===== src/rtl/secded_pkg.sv =====
package secded_pkg;
    localparam int DATA_W = 16;
    localparam int HAM_W  = 5;
    localparam int CW_W   = DATA_W + HAM_W + 1;

    typedef logic [CW_W-1:0]   cw_t;
    typedef logic [DATA_W-1:0] data_t;

    typedef enum logic [1:0] {
        CL_NONE  = 2'b00,
        CL_DATA  = 2'b01,
        CL_CHECK = 2'b10,
        CL_FATAL = 2'b11
    } err_class_e;

    typedef struct packed {
        data_t      data;
        err_class_e cls;
    } dec_t;

    function automatic logic is_pow2(input int p);
        return (p > 0) && ((p & (p - 1)) == 0);
    endfunction

    function automatic cw_t encode(input data_t d);
        cw_t c;
        int  k;
        c = '0;
        k = 0;
        for (int p = 1; p < CW_W; p++) begin
            if (!is_pow2(p)) begin
                c[p] = d[k];
                k++;
            end
        end
        for (int h = 0; h < HAM_W; h++) begin
            logic x;
            x = 1'b0;
            for (int p = 1; p < CW_W; p++)
                if (!is_pow2(p) && (((p >> h) & 1) == 1)) x ^= c[p];
            c[1 << h] = x;
        end
        c[0] = ^c[CW_W-1:1];
        return c;
    endfunction

    function automatic logic [HAM_W-1:0] syndrome(input cw_t c);
        logic [HAM_W-1:0] s;
        s = '0;
        for (int p = 1; p < CW_W; p++)
            if (c[p]) s ^= HAM_W'(p);
        return s;
    endfunction

    function automatic dec_t decode(input cw_t c);
        dec_t             r;
        cw_t              fixed;
        logic [HAM_W-1:0] s;
        logic             odd;
        int               k;
        s     = syndrome(c);
        odd   = ^c;
        fixed = c;
        if (s == '0) begin
            r.cls = odd ? CL_CHECK : CL_NONE;
        end else if (odd && (int'(s) < CW_W)) begin
            fixed[int'(s)] = ~fixed[int'(s)];
            r.cls = is_pow2(int'(s)) ? CL_CHECK : CL_DATA;
        end else begin
            r.cls = CL_FATAL;
        end
        r.data = '0;
        k = 0;
        for (int p = 1; p < CW_W; p++) begin
            if (!is_pow2(p)) begin
                r.data[k] = fixed[p];
                k++;
            end
        end
        if (r.cls == CL_FATAL) r.data = '0;
        return r;
    endfunction
endpackage


===== src/rtl/secded_mem.sv =====
module secded_mem
    import secded_pkg::*;
#(
    parameter int ADDR_W = 6
) (
    input  logic              clk,
    input  logic              we,
    input  logic [ADDR_W-1:0] waddr,
    input  cw_t               wdata,
    input  logic              re,
    input  logic [ADDR_W-1:0] raddr,
    output cw_t               rdata
);
    localparam int DEPTH = 1 << ADDR_W;

    cw_t store [DEPTH];

    always_ff @(posedge clk) begin
        if (we) store[waddr] <= wdata;
        if (re) rdata <= store[raddr];
    end
endmodule


===== src/rtl/secded_log.sv =====
module secded_log
    import secded_pkg::*;
#(
    parameter int ADDR_W = 6
) (
    input  logic              clk,
    input  logic              rst,
    input  logic              ev_valid,
    input  logic [ADDR_W-1:0] ev_addr,
    input  err_class_e        ev_cls,
    input  logic              wd_ready,
    output logic              wd_valid,
    output logic [ADDR_W-1:0] wd_addr,
    output err_class_e        wd_cls,
    output logic              wd_overflow,
    output logic              halt
);
    logic take;
    assign take = ev_valid &&
                  (!wd_valid || wd_ready ||
                   (ev_cls == CL_FATAL && wd_cls != CL_FATAL));

    always_ff @(posedge clk) begin
        if (rst) begin
            wd_valid    <= 1'b0;
            wd_addr     <= '0;
            wd_cls      <= CL_NONE;
            wd_overflow <= 1'b0;
            halt        <= 1'b0;
        end else begin
            if (take) begin
                wd_valid <= 1'b1;
                wd_addr  <= ev_addr;
                wd_cls   <= ev_cls;
            end else if (wd_valid && wd_ready) begin
                wd_valid <= 1'b0;
            end
            if (ev_valid && wd_valid && !wd_ready) wd_overflow <= 1'b1;
            if (ev_valid && ev_cls == CL_FATAL) halt <= 1'b1;
        end
    end

    p_hold_valid_r8: assert property (@(posedge clk) disable iff (rst)
        wd_valid && !wd_ready |=> wd_valid);
    p_hold_fields_r8: assert property (@(posedge clk) disable iff (rst)
        wd_valid && !wd_ready && !ev_valid |=> $stable(wd_addr) && $stable(wd_cls));
    p_ovf_sticky_r9: assert property (@(posedge clk) disable iff (rst)
        wd_overflow |=> wd_overflow);
    p_fatal_kept_r9: assert property (@(posedge clk) disable iff (rst)
        wd_valid && !wd_ready && wd_cls == CL_FATAL |=> wd_cls == CL_FATAL);
    p_halt_sticky_r5: assert property (@(posedge clk) disable iff (rst)
        halt |=> halt);
endmodule


===== src/rtl/secded_ram_ctrl.sv =====
module secded_ram_ctrl
    import secded_pkg::*;
#(
    parameter int ADDR_W = 6
) (
    input  logic              clk,
    input  logic              rst,
    input  logic              req_valid,
    input  logic              req_we,
    input  logic [ADDR_W-1:0] req_addr,
    input  logic [15:0]       req_wdata,
    input  logic [21:0]       inj_mask,
    output logic              busy,
    output logic              rd_valid,
    output logic [15:0]       rd_data,
    output logic [1:0]        rd_class,
    output logic              rd_uncorr,
    output logic              wd_valid,
    input  logic              wd_ready,
    output logic [ADDR_W-1:0] wd_addr,
    output logic [1:0]        wd_class,
    output logic              wd_overflow,
    output logic              halt
);
    logic              accept, mem_we, mem_re;
    logic [ADDR_W-1:0] mem_raddr, vfy_addr_q, s1_addr;
    logic              vfy_q, s1_valid, s1_is_rd;
    cw_t               mem_wdata, mem_rdata;
    dec_t              dec;
    err_class_e        log_cls;

    assign accept    = req_valid && !vfy_q;
    assign mem_we    = accept && req_we;
    assign mem_wdata = encode(req_wdata) ^ inj_mask;
    assign mem_re    = (accept && !req_we) || vfy_q;
    assign mem_raddr = vfy_q ? vfy_addr_q : req_addr;
    assign busy      = vfy_q;

    secded_mem #(.ADDR_W(ADDR_W)) u_mem (
        .clk   (clk),
        .we    (mem_we),
        .waddr (req_addr),
        .wdata (mem_wdata),
        .re    (mem_re),
        .raddr (mem_raddr),
        .rdata (mem_rdata)
    );

    always_ff @(posedge clk) begin
        if (rst) begin
            vfy_q      <= 1'b0;
            vfy_addr_q <= '0;
            s1_valid   <= 1'b0;
            s1_is_rd   <= 1'b0;
            s1_addr    <= '0;
        end else begin
            vfy_q      <= mem_we;
            vfy_addr_q <= req_addr;
            s1_valid   <= mem_re;
            s1_is_rd   <= !vfy_q;
            s1_addr    <= mem_raddr;
        end
    end

    assign dec = decode(mem_rdata);

    always_ff @(posedge clk) begin
        if (rst) begin
            rd_valid  <= 1'b0;
            rd_data   <= '0;
            rd_class  <= 2'b00;
            rd_uncorr <= 1'b0;
        end else begin
            rd_valid  <= s1_valid && s1_is_rd;
            rd_data   <= dec.data;
            rd_class  <= dec.cls;
            rd_uncorr <= s1_valid && s1_is_rd && (dec.cls == CL_FATAL);
        end
    end

    secded_log #(.ADDR_W(ADDR_W)) u_log (
        .clk         (clk),
        .rst         (rst),
        .ev_valid    (s1_valid && dec.cls != CL_NONE),
        .ev_addr     (s1_addr),
        .ev_cls      (dec.cls),
        .wd_ready    (wd_ready),
        .wd_valid    (wd_valid),
        .wd_addr     (wd_addr),
        .wd_cls      (log_cls),
        .wd_overflow (wd_overflow),
        .halt        (halt)
    );
    assign wd_class = log_cls;

    p_busy_single_r6: assert property (@(posedge clk) disable iff (rst)
        busy |=> !busy);
    p_read_latency_r2: assert property (@(posedge clk) disable iff (rst)
        req_valid && !req_we && !busy |=> ##1 rd_valid);
    p_busy_no_read_r6: assert property (@(posedge clk) disable iff (rst)
        busy |=> ##1 !rd_valid);
    p_uncorr_blank_r5: assert property (@(posedge clk) disable iff (rst)
        rd_valid && rd_class == 2'b11 |-> rd_uncorr && rd_data == '0);
endmodule


===== config.mk =====
export PLATFORM = sky130hd
export DESIGN_NAME = secded_ram_ctrl
export DESIGN_NICKNAME = d
export VERILOG_FILES = /design/src/rtl/secded_pkg.sv /design/src/rtl/secded_mem.sv /design/src/rtl/secded_log.sv /design/src/rtl/secded_ram_ctrl.sv
export SDC_FILE = /design/constraint.sdc
export NUM_CORES = 2
export LEC_CHECK = 0
export BUFFER_PORTS_ARGS = -buffer_cell sky130_fd_sc_hd__buf_2
export CAP_MARGIN = 20
export CORE_UTILIZATION = 55
export CTS_BUF_LIST = sky130_fd_sc_hd__clkbuf_4 sky130_fd_sc_hd__clkbuf_8 sky130_fd_sc_hd__clkbuf_16
export DETAILED_ROUTE_END_ITERATION = 12
export PLACE_DENSITY = 0.82
export REMOVE_ABC_BUFFERS = 1
export SYNTH_ARGS = -nofsm -noshare
export SYNTH_HDL_FRONTEND = slang
export SYNTH_SLANG_ARGS = --single-unit

===== constraint.sdc =====
create_clock -name clk -period 4.7 [get_ports clk]
set_input_delay 0.705 -clock clk [delete_from_list [all_inputs] [get_ports clk]]
set_output_delay 0.705 -clock clk [all_outputs]
set_load 0.02 [all_outputs]

Yosys cells after proc, flatten, opt, wreduce, memory -nomap -nowiden:

Memories as Yosys holds them, arrays and structs flattened. A register that Yosys moved wholly into a read port is not among the register bits.
Index checks and enable logic that the tools add are counted.
W data, S select, Z words.

* memory bits (writable): 1408
* input port bits: 49
* register bits after elaboration: 46
* output and inout bits: 32
* memories: 1
* logic and storage cells: 146

* multiplexer cells: 37
* add/subtract/negate cells: 1
* reductions and logical operators: 29
* order comparisons: 4
* bitwise gates (word level): 58
* equality and inequality tests: 2

Memories
* u_mem.store: words 64, width 22, rd ports 1, clocked after memory_dff 1, write ports 1, line secded_mem.sv:16 `cw_t store [DEPTH];`

Operator list (count)
* $mux W22: 2
* $xor A1 B1 Y1: 35
* $logic_not A32 Y1: 1
* $mux W4: 8
* $mux W5: 6
* $bwmux W22: 1
* $reduce_xor A22 Y1: 1
* $xor A22 B22 Y22: 1
* $reduce_xor A21 Y1: 1
* $not A2 Y2: 9
* $not A3 Y3: 6
* $logic_and A1 B1 Y1: 15
* $mux W2: 6
* $mux W3: 4
* $mux W1: 7
* $and A6 B6 Y6: 1
* $lt A5 B6 Y1 const B: 1
* $mux W6: 1
* $sub A5 B1 Y6 const B: 1
* $bmux W1 S5: 1
* $demux W1 S5: 1
* $ge A5 B1 Y1 const B: 1
* $gt A5 B1 Y1 const B: 1
* $logic_not A5 Y1: 1
* other kinds (10): 19

Longest topological paths before layout:

* depth in word-level cells: 49
* depth in mapped cells: 12
* mapped depth without buffers: 8

Hierarchy:

Synthesis repeated with hierarchy kept, for this count alone.

* cell total of the unflattened synthesis: 2676
* area, all modules: 57639.0 sq um

Modules (own cells, without submodules)
* secded_mem: area each 54481.0 sq um, cells an instance 2349, sequential area each 42941.2 sq um, instances 1
* secded_ram_ctrl: area each 2686.3 sq um, cells an instance 279, sequential area each 700.7 sq um, instances 1
* secded_log: area each 471.7 sq um, cells an instance 48, sequential area each 220.2 sq um, instances 1

Worst setup path before layout:

OpenSTA, ideal clock, no wires.

* path kind: input port to flip-flop
* start: input req_wdata[6]
* end: memory u_mem.store[0][0] (netlist bit) (data pin)
* setup slack: 0.696 ns
* data required time: 4.133 ns
* stages on the path: 6
* setup time: 0.567 ns
* data arrival time: 3.436 ns
* buffers on the path: 0
* cell sequence: xor2_1 xnor2_1 xnor2_1 xnor2_1 xnor2_1 xnor2_1

* word-level cells in the longest chain between the ends: 8
* elaborated cells between the ends (all ways): 18
* those cells by class: bitwise (17); reduce/logical (1)

Ends and longest elaborated chain
* from (decl): line secded_ram_ctrl.sv:11 `input logic [15:0] req_wdata,`
* $xor A1 B1 Y1 (6 in a row): line secded_pkg.sv:40 `if (!is_pow2(p) && (((p >> h) & 1) == 1)) x ^= c[p];`
* $reduce_xor A21 Y1 *: line secded_pkg.sv:43 `c[0] = ^c[CW_W-1:1];`
* $xor A22 B22 Y22 *: line secded_ram_ctrl.sv:34 `assign mem_wdata = encode(req_wdata) ^ inj_mask;`
* net mem_wdata[0]: line secded_ram_ctrl.sv:28 `cw_t mem_wdata, mem_rdata;`
* to (decl): line secded_mem.sv:16

The timed path passes the listed nets; every way through them passes the cells marked *.

Worst setup path after layout:

* start: register vfy_q, in the netlist busy
* end: register u_mem.rdata[15], read port of u_mem.store (data pin)

* word-level cells in the longest chain between the ends: 4
* elaborated cells between the ends (all ways): 5
* those cells by class: mux (1); reduce/logical (4)

Ends and longest elaborated chain
* from (decl): line secded_ram_ctrl.sv:27 `logic vfy_q, s1_valid, s1_is_rd;`
* from (signal assigned): line secded_ram_ctrl.sv:57 `vfy_q <= mem_we;`
* $logic_not A1 Y1: line secded_ram_ctrl.sv:32 `assign accept = req_valid && !vfy_q;`
* $logic_and A1 B1 Y1: line secded_ram_ctrl.sv:32
* $logic_and A1 B1 Y1: line secded_ram_ctrl.sv:35 `assign mem_re = (accept && !req_we) || vfy_q;`
* $logic_or A1 B1 Y1: line secded_ram_ctrl.sv:35
* to (decl): line secded_mem.sv:12 `output cw_t rdata`

Several ways; a longest one is shown, not always the timed one.
A chain may end at the register's enable or synchronous reset.

==> results.yml <==
timing:
  max-slew-margin-rel: 0.261
  grt_setup_unrepaired: "no"
  final.min_clock_period_ns: 4.16
  slew_violations: 0
  setup_viol: 0
  fin_crit_sh: 0.885
  hold-worst-slack_ns: 0.224
  timing.setup.tns_ns: 0
  finalClockSkew_ns: 0.0280
  tightestPinTransition_ns: 1.11
  timing_hold_violations_final: 0
  max_freq_mhz: 241
place:
  place_hpwl_um: 78700
  gp_congestion: 0.865
  port-buffer-count: 80
worst_setup_path:
  cp-start-kind: "flip-flop"
  timing.critical_path.cells: "mux2i_4 -> buf_12 -> buf_4 -> buf_4 -> mux4_2 -> mux4_2 -> a22oi_1 -> nand2_1"
  worst-path-buf-inv: 3
  critPathArrivalTime_ns: 4.60
  critical_path.top_delay_family: "multiplexers"
  r2r_start: "busy$_SDFF_PP0_"
  slowest_delay_ns: 0.75
  crit_cells: 8
  crit_start: "busy$_SDFF_PP0_"
  timing.setup.critical_path_class: "flip-flop to flip-flop"
  r2r.worst_path.cells: 8
  required_worst_endpoint_ns: 5.14
  crit_fanout: 41
  critical_path.endpoint_type: "flip-flop"
  critical-path-slowest-cell: "dfxtp_1"
clock_network:
  cts-hold-fix-buffers: 0
  postCtsSetupBuffers: 0
  ctsHtreeMaxLevel: 4
  cts-buffers-inserted: 143
  cts.clk_slew.worst_paths_ns: 0.06
  insertion_delay_ns: 0.76
  post_cts_resize_count: 0
  clock_sink_count: 1476
  tritoncts_clock_tree: "done"
  cts_buffer_depth: 3
  ctsRootBufferMaster: "clkbuf_16"
route:
  drt-pass1-iter-count: 5
  drt-wirelength-per-cell_um: 34.1
  initialDrtViolationCount: 4588
  num_vias: 29618
  ant_nets: 0
  vias_per_cell: 6.84
  wl_um: 147000
  residual_drc_count: 0
synth:
  ys.flop_type: "edfxtp_1"
  synthCells: 2623
  synth_most_common_cell: "edfxtp_1"
  yosysTopAreaCellShare: 0.745
  synth_common_cells: "edfxtp_1, mux4_2, nor2_1, clkbuf_1"
  synth_area_leaders: "edfxtp_1, mux4_2, dfxtp_1"
  synth.avg_cell_area_sq_um: 22.0
  synth-edff-count: 1430
  syn-cell-area_sq_um: 57600
  synth.largest_area_cell: "edfxtp_1"
  ys.warnings.count: 0
  ys_async_sr_fraction: 0
  synth_seq_cells: 1476
  seq_area_frac_synth: 0.761
  yosysUniqueCellTypes: 50
worst_hold_path:
  worst_hold_startpoint: "req_addr[0]"
  worstHoldPathType: "input pin to flip-flop"
  hold_path_depth: 2
power:
  finalPower_mw: 30.3
  power.density_cell_area_nw_per_um2: 463
  clock_power_share: 0.361
  pwr-share-seq: 0.511
  leakage_power_total_nw: 20.7
  power_report.internal_total_mw: 22.7
  pwr-share-comb: 0.128
  vdd_ir_drop_max_mv: 0.404
  switching_share: 0.251
  power.net_switching_mw: 7.60
finish:
  layout.area.seq_sq_um: 43900
  fillcell_total: 6427
  area_growth_syn_to_layout_pct: 13.3
  finalNetCount: 2883
  multiInputGateArea_sq_um: 13700
  post_route_cells_drive_above_1_share: 0.320
floorplanning:
  count_of_standard_cell_rows: 118
  fp.dieH_um: 326
  initial_core_utilization: 0.556
  coreArea_sq_um: 104000
  die-width_um: 326
  ioPinCount: 81
  die-area_sq_um: 106000
global_routing:
  first_global_vias: 29709
  gr-total-overflow: 0
  gr-usage-all-layers: 0.280
  antenna_violations_before_repair: 8
  grt_max_degree: 83
  grt_first_pass_wirelength_um: 209000
run:
  max_cap_viol_count: 0
run_status:
  run_status: "completed"
==> power groups by stage <==
| stage | logic, mW | registers, mW | clock network (mW) |
|---|---|---|---|
| after detailed placement | 3.74 | 15.7 | 0 |
| final | 3.86 | 15.5 | 10.9 |
| after floorplan | 3.23 | 15.9 | 0 |
| after global routing | 4.02 | 15.5 | 11.5 |
| after global placement | 3.54 | 15.7 | 0 |
| after CTS | 3.80 | 15.5 | 11.0 |
==> final timing paths <==
| check | end | slack, ns |
|---|---|---|
| worst max-delay path | u_mem.rdata[15]$_DFFE_PP_ | 0.54 |
| worst min-delay path | vfy_addr_q[0]$_SDFF_PP0_ | 0.22 |
| worst max register to register | u_mem.rdata[15]$_DFFE_PP_ | 0.54 |
| worst min register to register | u_log.halt$_SDFFE_PP0P_ | 0.46 |
==> per-stage QoR <==
stage | setup WS [ns] | utilization | std cells | area, sq um
finish | 0.542 | 0.630 | 4330 | 65300
global placement | 0.636 | 0.587 | 4067 | 60800
CTS | 0.626 | 0.630 | 4325 | 65300
floorplan | -29.41 | - | 2485 | 57000
detailed placement | 0.535 | 0.587 | 4068 | 60800
global route | 0.458 | 0.630 | 4326 | 65300
==> sequential cells by signal, indices dropped and copies added (netlist names) <==
register / flops
s1_is_rd: 1
busy: 1
rd_data: 16
u_log.halt: 1
u_mem.store: 1408
u_mem.rdata: 22
rd_valid: 1
rd_class: 2
rd_uncorr: 1
u_log.wd_valid: 1
u_log.wd_overflow: 1
s1_addr: 6
s1_valid: 1
u_log.wd_cls: 2
vfy_addr_q: 6
u_log.wd_addr: 6
==> final cells by class <==
| class | instances | area share |
|---|---|---|
| clock inverters | 74 | 0.00749 |
| inverters | 4 | 0.000230 |
| repair buffers | 204 | 0.0235 |
| well taps | 1380 | 0.0264 |
| flip-flops and latches | 1476 | 0.672 |
| diodes | 4 | 0.000153 |
| clock buffers | 183 | 0.0605 |
| multi-input cells | 1005 | 0.210 |
==> cells in the final DEF (no fill, tap or decap), types with 4 or more instances in the layout <==
| master | instances |
|---|---|
| xor2_1 | 16 |
| xnor2_1 | 55 |
| buf_4 | 107 |
| clkinv_2 | 22 |
| clkbuf_4 | 32 |
| a211oi_1 | 44 |
| inv_6 | 9 |
| nor2_2 | 62 |
| xor2_4 | 18 |
| nand2_1 | 50 |
| buf_12 | 16 |
| dfxtp_1 | 46 |
| inv_1 | 4 |
| nand3_1 | 11 |
| clkbuf_8 | 6 |
| a22oi_1 | 44 |
| clkinv_1 | 31 |
| a21oi_1 | 59 |
| or2_2 | 4 |
| mux4_2 | 397 |
| diode_2 | 4 |
| nor3_1 | 8 |
| o21ai_0 | 12 |
| clkbuf_16 | 145 |
| mux2i_1 | 52 |
| nand2b_1 | 6 |
| nand3b_1 | 7 |
| xnor2_4 | 4 |
| xnor2_2 | 14 |
| nor2_1 | 47 |
| xnor3_1 | 4 |
| nor2b_1 | 51 |
| buf_2 | 80 |
| edfxtp_1 | 1430 |
==> layer usage <==
layer  track usage  vias to the layer above  part of all wire
li1              -                    11377                 -
met1         0.367                    15180              0.34
met2         0.448                     2633              0.49
met3        0.0616                      422              0.12
met4         0.136                        6             0.050
met5             0                        -           0.00022
==> kinds of logic (layout without fill, tap and decap cells) <==
| logic type | count (synthesis) | after routing | synth area share |
|---|---|---|---|
| xor+xnor | 111 | 111 | 0.0206 |
| fa+ha+maj | 2 | 2 | 0.000347 |
| mux | 453 | 453 | 0.165 |
| buf+inv | 142 | 465 | 0.0109 |
| other cells | 0 | 4 | 0 |
| flops | 1476 | 1476 | 0.761 |
| compound gates | 175 | 175 | 0.0202 |
| simple gates | 264 | 264 | 0.0219 |
Power figures use the tool's default switching activity.
